**src/rtl/xt_pkg.sv**
```systemverilog
package xt_pkg;

  // Strobes from the walk control to the entry datapath.
  typedef struct packed {
    logic visit;   // an entry is visited this cycle
    logic flush;   // visited entry is removed regardless of age
  } walkStrobeT;

endpackage

```
**src/rtl/xt_ctrl.sv**
```systemverilog
module xt_ctrl #(
  parameter int unsigned ENTRIES = 8,
  parameter int unsigned IDX_W   = 3
) (
  input  logic                 clk,
  input  logic                 rstN,
  input  logic                 frameEnd,
  input  logic                 cancelAll,
  output xt_pkg::walkStrobeT   strobe,
  output logic [IDX_W-1:0]     walkIdx,
  output logic                 sweepDone
);

  localparam logic [IDX_W-1:0] LAST_IDX = IDX_W'(ENTRIES - 1);

  logic             busy;
  logic             flushQ;
  logic [IDX_W-1:0] ptr;

  always_ff @(posedge clk or negedge rstN) begin
    if (!rstN) begin
      busy   <= 1'b0;
      flushQ <= 1'b0;
      ptr    <= '0;
    end else if (cancelAll) begin
      busy   <= 1'b1;
      flushQ <= 1'b1;
      ptr    <= '0;
    end else if (busy) begin
      if (ptr == LAST_IDX) begin
        busy   <= 1'b0;
        flushQ <= 1'b0;
      end else begin
        ptr <= ptr + 1'b1;
      end
    end else if (frameEnd) begin
      busy   <= 1'b1;
      flushQ <= 1'b0;
      ptr    <= '0;
    end
  end

  always_comb begin
    strobe.visit = busy;
    strobe.flush = flushQ;
  end

  assign walkIdx   = ptr;
  assign sweepDone = busy && (ptr == LAST_IDX);

  AST_DONE_SINGLE: assert property (@(posedge clk) disable iff (!rstN)
    sweepDone |=> !sweepDone);

  AST_WALK_STEP: assert property (@(posedge clk) disable iff (!rstN)
    (strobe.visit && !sweepDone && !cancelAll) |=> (strobe.visit && walkIdx == $past(walkIdx) + 1'b1));

  AST_FRAME_END_IGNORED: assert property (@(posedge clk) disable iff (!rstN)
    (strobe.visit && !sweepDone && !cancelAll && frameEnd) |=> (walkIdx != '0));

  AST_FLUSH_START: assert property (@(posedge clk) disable iff (!rstN)
    cancelAll |=> (strobe.visit && strobe.flush && walkIdx == '0));

endmodule

```
**src/rtl/xt_table.sv**
```systemverilog
module xt_table #(
  parameter int unsigned ENTRIES    = 8,
  parameter int unsigned ADDR_W     = 32,
  parameter int unsigned TOKEN_W    = 32,
  parameter int unsigned AGE_W      = 8,
  parameter int unsigned AGE_RELOAD = 10,
  parameter int unsigned IDX_W      = 3
) (
  input  logic                 clk,
  input  logic                 rstN,
  input  xt_pkg::walkStrobeT   strobe,
  input  logic [IDX_W-1:0]     walkIdx,
  input  logic                 frameStart,
  input  logic                 lookupValid,
  input  logic [ADDR_W-1:0]    lookupAddr,
  input  logic [TOKEN_W-1:0]   lookupToken,
  output logic                 lookupHit,
  output logic                 lookupDone,
  output logic [IDX_W-1:0]     lookupIdx,
  input  logic                 allocValid,
  input  logic [ADDR_W-1:0]    allocAddr,
  input  logic [TOKEN_W-1:0]   allocToken,
  output logic                 allocOk,
  output logic [IDX_W-1:0]     allocIdx,
  input  logic                 completeValid,
  input  logic [IDX_W-1:0]     completeIdx,
  output logic                 cancelValid,
  output logic [IDX_W-1:0]     cancelIdx,
  output logic [ADDR_W-1:0]    cancelAddr,
  output logic [TOKEN_W-1:0]   cancelToken
);

  localparam logic signed [AGE_W-1:0] AGE_FULL = AGE_W'(AGE_RELOAD);
  localparam logic signed [AGE_W-1:0] AGE_MIN  = {1'b1, {(AGE_W-1){1'b0}}};

  logic [ENTRIES-1:0] live;
  logic [ENTRIES-1:0] doneFlag;
  logic [ENTRIES-1:0] here;
  logic [ENTRIES-1:0] stale;
  logic [ENTRIES-1:0] hitVec;
  logic [ENTRIES-1:0] missVec;
  logic [ENTRIES-1:0] retire;
  logic [ENTRIES-1:0] takeSlot;
  logic [ENTRIES-1:0] doneIn;
  logic [ADDR_W-1:0]  addrArr [ENTRIES];
  logic [TOKEN_W-1:0] tokArr  [ENTRIES];

  for (genvar i = 0; i < ENTRIES; i++) begin : g_ent
    logic                     liveQ;
    logic                     doneQ;
    logic [ADDR_W-1:0]        addrR;
    logic [TOKEN_W-1:0]       tokR;
    logic signed [AGE_W-1:0]  ageR;
    logic                     addrEq;
    logic                     expired;

    assign live[i]     = liveQ;
    assign doneFlag[i] = doneQ;
    assign addrArr[i]  = addrR;
    assign tokArr[i]   = tokR;

    assign expired     = ageR[AGE_W-1] || (ageR == '0);
    assign here[i]     = strobe.visit && (walkIdx == IDX_W'(i));
    assign stale[i]    = liveQ && here[i] && (strobe.flush || expired);
    assign addrEq      = lookupValid && liveQ && !stale[i] && (addrR == lookupAddr);
    assign hitVec[i]   = addrEq && (tokR == lookupToken);
    assign missVec[i]  = addrEq && (tokR != lookupToken);
    assign retire[i]   = hitVec[i] && doneQ;
    assign takeSlot[i] = allocValid && allocOk && (allocIdx == IDX_W'(i));
    assign doneIn[i]   = completeValid && (completeIdx == IDX_W'(i));

    always_ff @(posedge clk or negedge rstN) begin
      if (!rstN) begin
        liveQ <= 1'b0;
        doneQ <= 1'b0;
        addrR <= '0;
        tokR  <= '0;
        ageR  <= '0;
      end else if (stale[i] || retire[i]) begin
        liveQ <= 1'b0;
        doneQ <= 1'b0;
      end else if (takeSlot[i]) begin
        liveQ <= 1'b1;
        doneQ <= 1'b0;
        addrR <= allocAddr;
        tokR  <= allocToken;
        ageR  <= AGE_FULL;
      end else if (liveQ) begin
        if (doneIn[i]) doneQ <= 1'b1;
        if (hitVec[i]) begin
          ageR <= AGE_FULL;
        end else if (missVec[i]) begin
          if (!ageR[AGE_W-1] && ageR != '0) ageR <= '0;
        end else if (frameStart && ageR != AGE_MIN) begin
          ageR <= ageR - 1'b1;
        end
      end
    end
  end

  // Lowest-index encoders for lookup result and free slot.
  always_comb begin
    lookupIdx = '0;
    allocIdx  = '0;
    for (int i = ENTRIES - 1; i >= 0; i--) begin
      if (hitVec[i]) lookupIdx = IDX_W'(i);
      if (!live[i])  allocIdx  = IDX_W'(i);
    end
  end

  always_comb begin
    lookupDone = 1'b0;
    for (int i = 0; i < ENTRIES; i++) begin
      if (lookupIdx == IDX_W'(i)) lookupDone = hitVec[i] && doneFlag[i];
    end
  end

  assign lookupHit = |hitVec;
  assign allocOk   = ~&live;

  // Cancel request for the entry under the walker.
  always_comb begin
    cancelValid = 1'b0;
    cancelAddr  = '0;
    cancelToken = '0;
    for (int i = 0; i < ENTRIES; i++) begin
      if (stale[i] && !doneFlag[i] && !doneIn[i]) begin
        cancelValid = 1'b1;
        cancelAddr  = addrArr[i];
        cancelToken = tokArr[i];
      end
    end
  end

  assign cancelIdx = walkIdx;

  AST_CANCEL_FREES: assert property (@(posedge clk) disable iff (!rstN)
    cancelValid |=> !live[$past(walkIdx)]);

  AST_RETIRE_FREES: assert property (@(posedge clk) disable iff (!rstN)
    (lookupValid && lookupDone) |=> !live[$past(lookupIdx)]);

  AST_ALLOC_TAKES: assert property (@(posedge clk) disable iff (!rstN)
    (allocValid && allocOk) |=> live[$past(allocIdx)]);

  AST_FLUSH_EMPTIES: assert property (@(posedge clk) disable iff (!rstN)
    (strobe.visit && strobe.flush) |=> !live[$past(walkIdx)]);

endmodule

```
**src/rtl/xfer_tracker.sv**
```systemverilog
module xfer_tracker #(
  parameter int unsigned ENTRIES    = 8,
  parameter int unsigned ADDR_W     = 32,
  parameter int unsigned TOKEN_W    = 32,
  parameter int unsigned AGE_W      = 8,
  parameter int unsigned AGE_RELOAD = 10,
  localparam int unsigned IDX_W     = (ENTRIES > 1) ? $clog2(ENTRIES) : 1
) (
  input  logic               clk,
  input  logic               rstN,
  input  logic               frameStart,
  input  logic               frameEnd,
  input  logic               cancelAll,
  input  logic               lookupValid,
  input  logic [ADDR_W-1:0]  lookupAddr,
  input  logic [TOKEN_W-1:0] lookupToken,
  output logic               lookupHit,
  output logic               lookupDone,
  output logic [IDX_W-1:0]   lookupIdx,
  input  logic               allocValid,
  input  logic [ADDR_W-1:0]  allocAddr,
  input  logic [TOKEN_W-1:0] allocToken,
  output logic               allocOk,
  output logic [IDX_W-1:0]   allocIdx,
  input  logic               completeValid,
  input  logic [IDX_W-1:0]   completeIdx,
  output logic               cancelValid,
  output logic [IDX_W-1:0]   cancelIdx,
  output logic [ADDR_W-1:0]  cancelAddr,
  output logic [TOKEN_W-1:0] cancelToken,
  output logic               sweepDone
);

  xt_pkg::walkStrobeT strobe;
  logic [IDX_W-1:0]   walkIdx;

  xt_ctrl #(
    .ENTRIES (ENTRIES),
    .IDX_W   (IDX_W)
  ) ctrl_i (
    .clk       (clk),
    .rstN      (rstN),
    .frameEnd  (frameEnd),
    .cancelAll (cancelAll),
    .strobe    (strobe),
    .walkIdx   (walkIdx),
    .sweepDone (sweepDone)
  );

  xt_table #(
    .ENTRIES    (ENTRIES),
    .ADDR_W     (ADDR_W),
    .TOKEN_W    (TOKEN_W),
    .AGE_W      (AGE_W),
    .AGE_RELOAD (AGE_RELOAD),
    .IDX_W      (IDX_W)
  ) table_i (
    .clk           (clk),
    .rstN          (rstN),
    .strobe        (strobe),
    .walkIdx       (walkIdx),
    .frameStart    (frameStart),
    .lookupValid   (lookupValid),
    .lookupAddr    (lookupAddr),
    .lookupToken   (lookupToken),
    .lookupHit     (lookupHit),
    .lookupDone    (lookupDone),
    .lookupIdx     (lookupIdx),
    .allocValid    (allocValid),
    .allocAddr     (allocAddr),
    .allocToken    (allocToken),
    .allocOk       (allocOk),
    .allocIdx      (allocIdx),
    .completeValid (completeValid),
    .completeIdx   (completeIdx),
    .cancelValid   (cancelValid),
    .cancelIdx     (cancelIdx),
    .cancelAddr    (cancelAddr),
    .cancelToken   (cancelToken)
  );

endmodule

```
**config.mk**
```make
export PLATFORM = sky130hd
export DESIGN_NAME = xfer_tracker
export DESIGN_NICKNAME = d
export VERILOG_FILES = /design/src/rtl/xt_pkg.sv /design/src/rtl/xt_ctrl.sv /design/src/rtl/xt_table.sv /design/src/rtl/xfer_tracker.sv
export SDC_FILE = /design/constraint.sdc
export NUM_CORES = 2
export LEC_CHECK = 0
export BUFFER_PORTS_ARGS = -buffer_cell sky130_fd_sc_hd__buf_2
export CAP_MARGIN = 15
export CORE_ASPECT_RATIO = 0.75
export CORE_MARGIN = 8
export CORE_UTILIZATION = 35
export CTS_BUF_LIST = sky130_fd_sc_hd__clkbuf_8
export DETAILED_ROUTE_END_ITERATION = 7
export PLACE_DENSITY_LB_ADDON = 0.3
export SETUP_SLACK_MARGIN = 0.02
export SLEW_MARGIN = 20
export SYNTH_ARGS = -nofsm -noshare
export SYNTH_HDL_FRONTEND = slang
export SYNTH_SLANG_ARGS = --single-unit
```
**constraint.sdc**
```tcl
create_clock -name clk -period 4 [get_ports clk]
set_clock_uncertainty 0.05 [all_clocks]
set_input_delay 0 -clock clk [delete_from_list [all_inputs] [get_ports clk]]
set_output_delay 0 -clock clk [all_outputs]
set_load 0.01 [all_outputs]
```
-- Word-level counts from Yosys, hierarchy flattened
Index checks and enable logic that the tools add are counted.
- output and inout port bits: 78
- bits in registers: 597
- input port bits: 139
- bitwise logic cells: 8
- eq/ne operators: 70
- add/sub/neg operators: 9
- muxes and demuxes: 156
- reductions and logical operators: 267
- operators with widths (kind ; number):
    equality test 32 bit ; 16
    two-way mux 32 bit ; 16
    two-way mux 8 bit ; 48
    != test 32 bit ; 8
    logical AND 1 bit ; 121
    two-way mux 1 bit ; 72
    logical NOT 8 bit ; 8
    != test 8 bit, second input constant ; 8
    nonzero test 8 bit ; 8
    subtractor 8 x 1 -> 8 bit, second input constant ; 8
    two-way mux 3 bit ; 20
    nonzero test 3 bit ; 17
    equality test 3 bit, second input constant ; 16
    AND reduction 2 bit ; 18
    logical NOT 1 bit ; 33
    != test 4 x 3 -> 1 bit, second input constant ; 8
    AND reduction 4 bit ; 8
    nonzero test 2 bit ; 16
    nonzero test 4 bit ; 8
    equality test 3 x 2 -> 1 bit, second input constant ; 8
    logical OR 1 bit ; 24
    equality test 3 x 1 -> 1 bit, second input constant ; 4
    logical NOT 3 bit ; 4
    inverter 1 bit ; 8
    other kinds (4) ; 5

-- Logic depth before layout (Yosys ltp)
- word-level depth: 25
- gate-level depth with buffers: 13

-- Hierarchy
Synthesis repeated with hierarchy kept, for this count alone.
- cell total of the unflattened synthesis: 3457
- area, all modules: 33296.9 um^2
- by module, submodules not included (module ; area each (um^2) ; seq. area each (um^2) ; instances ; cells an instance):
    xt_table ; 33020.4 ; 14814.2 ; 1 ; 3432
    xt_ctrl ; 276.5 ; 125.1 ; 1 ; 25

-- Least setup slack after synthesis
OpenSTA, ideal clock, no wires.
- path type: register to register
- start: reg table_i.g_ent[4].ageR[0]
- end: reg table_i.g_ent[4].ageR[5]
- data arrival time: 2876 ps
- library setup time: 104 ps
- period minus slack after synthesis: 3030 ps
- cell stages (with the launch flop): 13
- path buffers: 1
- setup slack: 970 ps
- data required time: 3846 ps
- path through: dfrtp_1 -> inv_1 -> ha_1 -> nor3b_1 -> a211oi_1 -> o211ai_1 -> or4_1 -> or2_4 -> o211ai_2 -> a41oi_4 -> or2_1 -> buf_2 -> o41ai_2
- longest elaborated chain between the ends: 12
- elaborated cells on any way between the ends: 25
- classes of those cells: add/sub (1); eq/ne (2); mux (5); bitwise (1); reduce/logical (16)
- ends and longest elaborated chain (what ; line ; RTL):
    start, declared ; xt_table.sv:53 ; logic signed [AGE_W-1:0] ageR;
    start signal, assigned ; xt_table.sv:95 ; ageR <= ageR - 1'b1;
    branches (longest 12 deep; another with subtractor 8 x 1 -> 8 bit) ; n/a ;
Several ways; the timed one is not identified. The select of a mux whose other input is x is not followed.
A chain may end at the register's enable or synchronous reset.

-- Worst setup path in the final report
- start: reg table_i.g_ent[1].tokR[5]
- end: out lookupDone
- longest elaborated chain between the ends: 13
- elaborated cells on any way between the ends: 21
- classes of those cells: eq/ne (8); mux (10); reduce/logical (3)
- ends and longest elaborated chain (what ; line ; RTL):
    start, declared ; xt_table.sv:52 ; logic [TOKEN_W-1:0] tokR;
    start signal, assigned ; xt_table.sv:86 ; tokR <= allocToken;
    equality test 32 bit * ; xt_table.sv:66 ; assign hitVec[i] = addrEq && (tokR == lookupToken);
    logical AND 1 bit * ; xt_table.sv:66 ;
    two-way mux 3 bit (2 in series) ; xt_table.sv:106 ; if (hitVec[i]) lookupIdx = IDX_W'(i);
    logical NOT 3 bit ; xt_table.sv:114 ; if (lookupIdx == IDX_W'(i)) lookupDone = hitVec[i] && doneFlag[i];
    two-way mux 1 bit (7 in series) ; xt_table.sv:114 ;
    two-way mux 1 bit * ; xt_table.sv:114 ;
    end, declared ; xfer_tracker.sv:18 ; output logic lookupDone,
Mark *: on every way between the ends. The rest lies on a longest branch, timed or not.

==> reports/metrics.yaml <==
status: "complete, no violations"
synth_top_family_by_area: "simple AND/OR/NAND/NOR gates"
path_clk_slew_ps: 60
io_pins: 217
yosys.area_share.simple: 0.181
seq_power_share: 0.393
power_mw: 28.6
clockBufferDepth: 3
fp.dieW_um: 378
netSwitchingFraction: 0.425
synth_xor_xnor_area_share: 0.130
critPathMaxFanout: 5
syn_inst: 3699
hold_class: "primary input to flip-flop"
ys.flop_type: "dfrtp_1"
synth_nets: 3854
synth_compound_area_frac: 0.107
grt_util_all_layers: 0.269
p_int_mw: 16.4
cellLeakagePower_nw: 18.7
grt_first_pass_wirelength_mm: 217
power_density_nw_per_um2: 691
max_slew.worst_pin.slew_ps: 880
grt_pass1_vias: 29700
start_util: 0.354
power_frac_clock: 0.205
period_share: 0.984
synth_cell_types: 79
slew_headroom: 0.413
gp_congestion: 1.02
maxCapViolations: 0
holdWs_ps: 34.2
setup-violations-final: 0
crit_buf_inv: 1
fmax_mhz: 254
crit_required_ps: 3950
crit_type: "flip-flop to output pin"
finalSetupTns_ps: 0
viasPerCell: 5.77
post-route-min-period_ps: 3940
globalRouteOverflowTotal: 0
rsz0062_at_grt: "yes"
die_h_um: 288
finalMaxSlewViolations: 0
port_buffers: 216
setup.worst_path.end_class: "output pin"
postRouteAntennaNets: 0
place_ws_ps: 398
dp_hpwl_mm: 103
drt-pass1-iter-count: 7
area_growth_pct: 20.0
root_buffer: "clkbuf_8"
yosysSeqAreaShare: 0.434
antenna_found_initial: 20
nNetsFinal: 4156
slowest_delay_ps: 500
crit_top_cell: "or2_2"
cts_tree: "done"
grt_max_degree: 103
numCtsBuffers: 106
synth-seq-cells: 597
start_kind: "flip-flop"
syn_area_um2: 34400
slowest_stage: "nor4_1"
async_flop_share: 1.00
synth_edf_count: 0
path_cells: "xor2_1, nor4_1, nand4_1, or2_2, or2_2, nand2_1, a21oi_2, nand4bb_1, a32o_2, buf_6"
layout_setup_ws_ps: 63.0
synth.mux.area_fraction: 0.108
dieArea_um2: 109000
vias: 31200
initialDrtViolationCount: 4367
crit_family: "simple AND/OR/NAND/NOR gates"
placed_area_um2: 37400
layout-drive-gt1-share: 0.233
p_comb_frac: 0.402
clock_latency_ps: 770
core_um2: 97400
fp-row-count: 99
synthAdderAreaFrac: 0.00581
arrival_ps: 3890
hold_viol_final: 0
avgSynthCellArea_um2: 9.31
irDropWorstVdd_mv: 0.313
ys.warnings.count: 0
cts_num_sinks: 597
drt_wl_total_mm: 151
stdcell_area_um2: 41300
htreeDepth: 3
drc: 0
p_sw_mw: 12.1
post_drt_wl_per_cell_um: 28.0
-- layer usage --
layer	routed length (um)	vias up	GRT usage
met5	59	-	0
met4	5580	10	0.0923
met3	19800	331	0.0948
met2	61600	1944	0.370
met1	64400	15500	0.386
li1	-	13400	-
-- registers in the layout, indices dropped and copies added (netlist names) --
register and count:
ctrl_i.walkIdx 3, ctrl_i.busy 1, table_i.g_ent.tokR 256, ctrl_i.flushQ 1
table_i.g_ent.ageR 64, table_i.g_ent.addrR 256, table_i.g_ent.doneQ 8, table_i.g_ent.liveQ 8
-- what timing repair did --
action,4_1_cts,5_1_grt
endpoints found under the setup margin,66,58
gates resized for setup,57,55
pin swaps,18,16
gates cloned,5,1
hold buffers,92,0
endpoints found under the hold margin,1129,0
setup buffers,9,10
-- final timing paths --
kind,start,to,slack [ps],cells past startpoint
worst max-delay path,table_i.g_ent[1].tokR[5],lookupDone,60,10
worst min-delay path,allocAddr[8],table_i.g_ent[6].addrR[8],30,4
worst max register to register,table_i.g_ent[3].addrR[26],table_i.g_ent[3].ageR[7],500,10
worst min register to register,table_i.g_ent[3].ageR[6],table_i.g_ent[3].ageR[7],430,1
max in group asynchronous,rstN,ctrl_i.flushQ,2820,4
min in group asynchronous,rstN,table_i.g_ent[6].tokR[10],460,4
-- metrics by stage --
stage                     utilization  instances
after detailed placement        0.384       5090
after floorplan                     -       3699
after global routing            0.424       5397
after global placement          0.384       5090
after CTS                       0.420       5379
final                           0.425       5401
-- power by group through the flow --
stage	Combinational [mW]	Sequential [mW]	Clock [mW]
2_1_floorplan	6.81	10.4	0
3_3_place_gp	10.6	11.1	0
3_5_place_dp	10.7	11.1	0
4_1_cts	11.0	11.1	5.93
5_1_grt	12.1	11.5	6.18
6_report	11.5	11.2	5.86
-- cell usage after synthesis (91+ instances only) --
library cell,n,area (um^2)
o21ai_0,122,611
xnor2_1,263,2300
xor2_1,248,2170
dfrtp_1,597,14900
nand4_1,92,576
nor4_1,91,569
a21oi_1,104,521
mux2_2,320,3600
a221oi_1,126,1100
clkbuf_1,187,702
nor2_1,216,811
nand2_1,856,3210
-- cells by family (layout without fill, tap and decap cells) --
| logic type | count (synthesis) | after routing |
|---|---|---|
| adders and majority gates | 16 | 16 |
| and+or+nand+nor | 1420 | 1420 |
| other | 0 | 11 |
| buffers and inverters | 288 | 666 |
| xor gates and xnor gates | 511 | 511 |
| DFF | 597 | 597 |
| muxes | 331 | 331 |
| AOI/OAI and AO/OA | 536 | 536 |
-- final cells by class --
class	count	area, um^2
repair buffers	441	3550
well taps	1313	1640
inverters	41	154
clock buffers	127	1750
flip-flops and latches	597	14900
multi-input cells	2814	18900
diodes	11	27.5
clock inverters	57	357
fillers	9623	56000
-- worst reg2reg max path: stages, from the launching register on --
cell and delay (ps):
dfrtp_1 410, xor2_1 250, nor4_1 600, o211a_1 340
nand4_1 390, mux2i_1 230, o211ai_1 170, a31oi_1 100
buf_4 190, or2_2 350, o41ai_1 310
-- cells in the final DEF, fill, tap and decap left out, types with 9 or more instances in the layout --
master | Yosys | final
a21oi_1 | 104 | 93
a21oi_2 | 0 | 11
a221oi_1 | 126 | 119
a31oi_1 | 10 | 9
and3_1 | 10 | 10
buf_12 | 0 | 27
buf_2 | 31 | 213
buf_4 | 9 | 96
clkbuf_8 | 0 | 127
clkinv_2 | 0 | 13
dfrtp_1 | 597 | 596
diode_2 | 0 | 11
dlygate4sd3_1 | 0 | 91
ha_1 | 16 | 16
inv_1 | 40 | 73
mux2_2 | 320 | 320
mux2i_1 | 9 | 9
nand2_1 | 856 | 852
nand2b_1 | 17 | 17
nand3_1 | 22 | 21
nand4_1 | 92 | 92
nor2_1 | 216 | 205
nor3_1 | 41 | 36
nor4_1 | 91 | 79
nor4_2 | 4 | 13
o211ai_1 | 9 | 9
o21a_1 | 9 | 9
o21ai_0 | 122 | 113
o21ai_1 | 23 | 30
o31ai_1 | 70 | 66
xnor2_1 | 263 | 253
xnor2_2 | 0 | 10
xor2_1 | 248 | 248
Power figures use the tool's default switching activity.
